$ cat config.mk
export PLATFORM = sky130hd
export DESIGN_NAME = wdog_lp
export DESIGN_NICKNAME = d
export VERILOG_FILES = /design/src/rtl/wdog_pkg.sv /design/src/rtl/wdog_counter.sv /design/src/rtl/wdog_lp_fsm.sv /design/src/rtl/wdog_expiry.sv /design/src/rtl/wdog_lp.sv
export SDC_FILE = /design/constraint.sdc
export NUM_CORES = 1
export LEC_CHECK = 0
export ABC_CLOCK_PERIOD_IN_PS = 3400
export BUFFER_PORTS_ARGS = -buffer_cell sky130_fd_sc_hd__buf_4
export CAP_MARGIN = 40
export CORE_MARGIN = 1
export CORE_UTILIZATION = 59
export DETAILED_ROUTE_END_ITERATION = 6
export GPL_ROUTABILITY_DRIVEN = 1
export HOLD_SLACK_MARGIN = 0.02
export PLACE_DENSITY = 0.84
export SETUP_SLACK_MARGIN = 0.02
export SYNTH_ARGS = -nofsm -noshare
export SYNTH_HDL_FRONTEND = slang
export SYNTH_HIERARCHICAL = 1
export SYNTH_SLANG_ARGS = --single-unit
export TNS_END_PERCENT = 100
$ cat constraint.sdc
create_clock -name clk -period 3.4 [get_ports clk]
set_clock_uncertainty 0.05 [all_clocks]
set_input_delay 0.85 -clock clk [delete_from_list [all_inputs] [get_ports clk]]
set_output_delay 0.85 -clock clk [all_outputs]
set_load 0.01 [all_outputs]
$ cat src/rtl/wdog_pkg.sv
package wdog_pkg;

    localparam int WD_CNT_W = 7;
    localparam int WD_CTL_W = WD_CNT_W + 1;

    typedef enum logic [1:0] {
        LP_RUN    = 2'd0,
        LP_HALT   = 2'd1,
        LP_RESUME = 2'd2
    } lp_mode_e;

    typedef struct packed {
        logic                arm;
        logic [WD_CNT_W-1:0] load;
    } wd_ctl_t;

    function automatic wd_ctl_t decode_ctl(input logic [WD_CTL_W-1:0] raw);
        wd_ctl_t c;
        c.arm  = raw[WD_CTL_W-1];
        c.load = raw[WD_CNT_W-1:0];
        return c;
    endfunction

    // Bit 6 of the counter falling while armed marks expiry; activation
    // with an already-low bit 6 also counts as a fall.
    function automatic logic msb_falls(input logic act_q, input logic msb_q,
                                       input logic act_d, input logic msb_d);
        return act_d && !msb_d && (msb_q || !act_q);
    endfunction

endpackage

$ cat src/rtl/wdog_counter.sv
module wdog_counter
    import wdog_pkg::*;
#(
    parameter int CNT_W = WD_CNT_W
) (
    input  logic             clk,
    input  logic             rst,
    input  logic             ctl_wr,
    input  wd_ctl_t          ctl,
    input  logic             count_ok,
    output logic             act_q,
    output logic [CNT_W-1:0] cnt_q,
    output logic             act_d,
    output logic [CNT_W-1:0] cnt_d
);

    localparam logic [CNT_W-1:0] CNT_INIT = {CNT_W{1'b1}};

    always_comb begin
        act_d = act_q | (ctl_wr & ctl.arm);
        if (ctl_wr)
            cnt_d = ctl.load;
        else if (act_q && count_ok)
            cnt_d = cnt_q - 1'b1;
        else
            cnt_d = cnt_q;
    end

    always_ff @(posedge clk) begin
        if (rst) begin
            act_q <= 1'b0;
            cnt_q <= CNT_INIT;
        end else begin
            act_q <= act_d;
            cnt_q <= cnt_d;
        end
    end

    AST_ACT_STICKY: assert property (@(posedge clk) disable iff (rst)
        act_q |=> act_q);

endmodule

$ cat src/rtl/wdog_lp_fsm.sv
module wdog_lp_fsm
    import wdog_pkg::*;
#(
    parameter int RESUME_CYC = 4096
) (
    input  logic     clk,
    input  logic     rst,
    input  logic     osc_en,
    input  logic     halt_req,
    input  logic     wake_irq,
    input  logic     halt_rst_opt,
    input  logic     wd_active,
    output lp_mode_e mode_q,
    output logic     count_ok,
    output logic     halt_kill
);

    localparam int DLY_W = (RESUME_CYC > 1) ? $clog2(RESUME_CYC) : 1;
    localparam logic [DLY_W-1:0] DLY_LAST = DLY_W'(RESUME_CYC - 1);

    lp_mode_e         mode_d;
    logic [DLY_W-1:0] dly_q, dly_d;
    logic             halt_seen;

    assign halt_seen = (mode_q == LP_RUN) && halt_req;
    assign halt_kill = halt_seen && halt_rst_opt && wd_active;
    assign count_ok  = (mode_q == LP_RUN) && osc_en;

    always_comb begin
        mode_d = mode_q;
        dly_d  = dly_q;
        unique case (mode_q)
            LP_RUN: begin
                if (halt_seen && !halt_kill)
                    mode_d = LP_HALT;
            end
            LP_HALT: begin
                if (wake_irq) begin
                    mode_d = LP_RESUME;
                    dly_d  = '0;
                end
            end
            LP_RESUME: begin
                if (osc_en) begin
                    if (dly_q == DLY_LAST)
                        mode_d = LP_RUN;
                    else
                        dly_d = dly_q + 1'b1;
                end
            end
            default: mode_d = LP_RUN;
        endcase
    end

    always_ff @(posedge clk) begin
        if (rst) begin
            mode_q <= LP_RUN;
            dly_q  <= '0;
        end else begin
            mode_q <= mode_d;
            dly_q  <= dly_d;
        end
    end

    AST_HALT_HOLDS: assert property (@(posedge clk) disable iff (rst)
        (mode_q == LP_HALT && !wake_irq) |=> (mode_q == LP_HALT));

    AST_RESUME_FROM_HALT: assert property (@(posedge clk) disable iff (rst)
        $rose(mode_q == LP_RESUME) |-> ($past(mode_q) == LP_HALT));

endmodule

$ cat src/rtl/wdog_expiry.sv
module wdog_expiry
    import wdog_pkg::*;
(
    input  logic clk,
    input  logic rst,
    input  logic chk_en,
    input  logic act_q,
    input  logic msb_q,
    input  logic act_d,
    input  logic msb_d,
    input  logic halt_kill,
    output logic req_q
);

    logic req_d;

    assign req_d = halt_kill || (chk_en && msb_falls(act_q, msb_q, act_d, msb_d));

    always_ff @(posedge clk) begin
        if (rst)
            req_q <= 1'b0;
        else
            req_q <= req_d;
    end

endmodule

$ cat src/rtl/wdog_lp.sv
module wdog_lp
    import wdog_pkg::*;
#(
    parameter int RESUME_CYC = 4096
) (
    input  logic                clk,
    input  logic                rst,
    input  logic                osc_en,
    input  logic                wait_mode,
    input  logic                halt_req,
    input  logic                wake_irq,
    input  logic                halt_rst_opt,
    input  logic                ctl_wr,
    input  logic [WD_CTL_W-1:0] ctl_wdata,
    output logic                sys_rst_req,
    output logic [WD_CNT_W-1:0] cnt_val,
    output logic                wd_active,
    output logic                wd_frozen
);

    localparam int CNT_W = WD_CNT_W;
    localparam int MSB   = CNT_W - 1;

    wd_ctl_t          ctl;
    lp_mode_e         mode;
    logic             count_ok, halt_kill;
    logic             act_q, act_d;
    logic [CNT_W-1:0] cnt_q, cnt_d;

    assign ctl = decode_ctl(ctl_wdata);

    wdog_lp_fsm #(.RESUME_CYC(RESUME_CYC)) u_fsm (
        .clk          (clk),
        .rst          (rst),
        .osc_en       (osc_en),
        .halt_req     (halt_req),
        .wake_irq     (wake_irq),
        .halt_rst_opt (halt_rst_opt),
        .wd_active    (act_q),
        .mode_q       (mode),
        .count_ok     (count_ok),
        .halt_kill    (halt_kill)
    );

    wdog_counter #(.CNT_W(CNT_W)) u_cnt (
        .clk      (clk),
        .rst      (rst),
        .ctl_wr   (ctl_wr),
        .ctl      (ctl),
        .count_ok (count_ok),
        .act_q    (act_q),
        .cnt_q    (cnt_q),
        .act_d    (act_d),
        .cnt_d    (cnt_d)
    );

    wdog_expiry u_exp (
        .clk       (clk),
        .rst       (rst),
        .chk_en    (mode == LP_RUN),
        .act_q     (act_q),
        .msb_q     (cnt_q[MSB]),
        .act_d     (act_d),
        .msb_d     (cnt_d[MSB]),
        .halt_kill (halt_kill),
        .req_q     (sys_rst_req)
    );

    assign cnt_val   = cnt_q;
    assign wd_active = act_q;
    assign wd_frozen = (mode != LP_RUN);

    AST_NO_RST_IDLE: assert property (@(posedge clk) disable iff (rst)
        !wd_active |-> !sys_rst_req);

    AST_WAIT_BLIND: assert property (@(posedge clk) disable iff (rst)
        (wd_active && !wd_frozen && osc_en && wait_mode && !ctl_wr)
        |=> (cnt_val == CNT_W'($past(cnt_val) - 1'b1)));

    AST_OSC_HOLD: assert property (@(posedge clk) disable iff (rst)
        (!osc_en && !ctl_wr) |=> $stable(cnt_val));

    AST_FROZEN_HOLD: assert property (@(posedge clk) disable iff (rst)
        (wd_frozen && !ctl_wr) |=> $stable(cnt_val));

    AST_HALT_KILL: assert property (@(posedge clk) disable iff (rst)
        (halt_req && halt_rst_opt && wd_active && !wd_frozen)
        |=> (sys_rst_req && !wd_frozen));

    AST_QUIET_FROZEN: assert property (@(posedge clk) disable iff (rst)
        (wd_frozen && $past(wd_frozen)) |-> !sys_rst_req);

endmodule

==> results.md <==
* Status: finished clean
* Worst Path Required at around 3.6 ns
* Clk_lat worst skew at 0.31 ns
* Via count at about 1400
* Crit path capture type: flip-flop
* Antenna Cells at 0
* Reg2reg setup slack at roughly 1.2 ns
* Clock Sink Count at 23
* Syn. warnings at 6
* Max-cap violation count at 0
* Final layout net count at roughly 200
* Die area at ~0.0025 mm²
* Worst-path cell chain: buf_4, nor3b_1, nand4b_1, or4_1, nand3_1, nand3b_4, a211oi_2
* Max-slew violations at 0
* Cts hold-fix bufs at 0
* I/O Buffers at 24
* Net Count, Synth at approximately 180
* Grt total ovfl at 0
* CORE AREA at approximately 0.0022 mm²
* FF-to-FF path depth at 6
* Setup crit start: osc_en
* Cell row count at 17
* Final hold violation count at 0
* Startpoint Class: primary input
* Most frequent cells in the layout: buf_4 (25), dfxtp_1 (23), nand3_1 (12), o211ai_1 (12), nand2_1 (11)
* Vias in the first global route at 1120
* Commonest non-fill, non-tap cell in the layout: buf_4
* ANT nets after route at 0
* FMAX at 414 MHz
* Critical Path AT at 2.57 ns
* Hold Slack at between 0.4 and 0.5 ns
* Area added between synthesis and finish at 14.5%
* DRT Pass-1 Iters at 5
* Chip width at between 50 and 60 µm
* Slew at the pin closest to its max-slew limit at a little over 0.8 ns
* Final setup TNS at 0 ns
* Share of layout cells above drive strength 1 at a little over 20%
* Max incr delay on CP at about 0.55 ns
* Avg Cell Area, Syn at ~8.4 µm²
* Final setup viols at 0
* Detailed-route DRC error count at 0
* HP Class: flip-flop to flip-flop
* All-Layer GR Usage at about a quarter
* R2r startpoint: u_fsm/dly_q[0]
* Maximum VDD drop at approximately 0.39 mV
* Post-DP HPWL at ~2.1 mm
* Clk buf depth at 2
* Fin crit share at a little under three quarters
* Resized Gates After CTS at 0
* Largest net degree at the start of global routing at 22
* Min-delay src: u_fsm/dly_q[8]
* RSZ-0062 raised after global routing: no
* WS Path Type: primary input to flip-flop
* Leak Pwr at approximately 0.58 nW
* TritonCTS buffer count at 3
* Post-synthesis cell count at ~170
* Gpl congestion at about 0.80
* R2r endpoint: u_fsm/dly_q[4]
* Setup crit end: u_exp/req_q
* H-tree levels at 1
* Slew Limit Headroom at ~45%
* DR vias/cell at roughly 6.3
* Setup bufs post-CTS at 0
* Clock period minus final worst setup slack at ~2.4 ns
* TritonCTS clock tree: built
* First-pass GRT wire length at 4.74 mm
* # fillers at around 180
* Slowest cell on the critical path: or4_1
* CTS root buffer: clkbuf_4
* Initial antenna violation count at 0
* DRT Wirelength at 3.02 mm
* IO Count at 26
* Post-DR wirelength/cell at approximately 14 µm
* Starting Density at ~63%
* Pwr/cell area at 318 mW/mm²
* Die Y at a little over 50 µm
* DRT iter0 DRCs at 30
* Cell Area, Synth at roughly 0.0014 mm²
* Max FO, Critical Path at 6
* CTS clk-pin slew, worst paths at approximately 0.12 ns
## critical path: cells and delay by family
family          cells  cell delay, ns
simple gates        5            1.57
buf+inv             1            0.09
compound gates      1            0.07
## flip-flops by register name, summed over array words and instances (netlist names)
| register | cells |
|---|---|
| u_exp/req_q | 1 |
| u_fsm/dly_q | 12 |
| u_fsm/mode_q | 2 |
| u_cnt/act_q | 1 |
| u_cnt/cnt_q | 7 |
## final cells by class
cell class                      instances  area (µm²)  share of cell area [%]
Multi-Input combinational cell        126         851                    53.6
Sequential cell                        23         460                    29.0
Inverter                                7        26.3                    1.66
Tap cell                               28        35.0                    2.21
Clock buffer                            4        26.3                    1.66
Timing Repair Buffer                   25         188                    11.8
## where the power goes
group          internal [W]  switching (W)  leakage [nW]
Clock             0.0000459      0.0000813        0.0150
Combinational     0.0000444      0.0000416         0.377
Sequential         0.000279      0.0000123         0.188
## metrics by stage
step | utilization [%] | worst slack [ns] | power (W) | cells | cell area [µm²]
detailed placement | 70.5 | 0.689 | 0.000383 | 209 | 1560
global route | 71.7 | 0.877 | 0.000532 | 213 | 1590
global placement | 70.5 | 0.733 | 0.000380 | 209 | 1560
floorplan | - | 0.983 | 0.000348 | 165 | 1390
finish | 71.7 | 0.982 | 0.000504 | 213 | 1590
CTS | 71.7 | 1.03 | 0.000510 | 213 | 1590
## worst min path at each step
stage / end / slack (ns) / cells after the start
CTS: u_fsm/dly_q[1] / 0.48 / 2
finish: u_fsm/dly_q[8] / 0.48 / 2
global route: u_fsm/dly_q[8] / 0.52 / 2
global placement: u_fsm/dly_q[1] / 0.44 / 2
detailed placement: u_fsm/dly_q[1] / 0.46 / 2
floorplan: u_fsm/dly_q[1] / 0.43 / 2
## layer usage
metal	GRT usage, %	vias up	part of all wire [%]	wire length [µm]
li1	-	664	-	-
met1	28.1	625	43	1290
met2	43.6	57	50	1510
met3	6.36	4	6.2	187
met4	9.72	0	0.70	21
met5	0	-	0	0
Power figures use the tool's default switching activity.
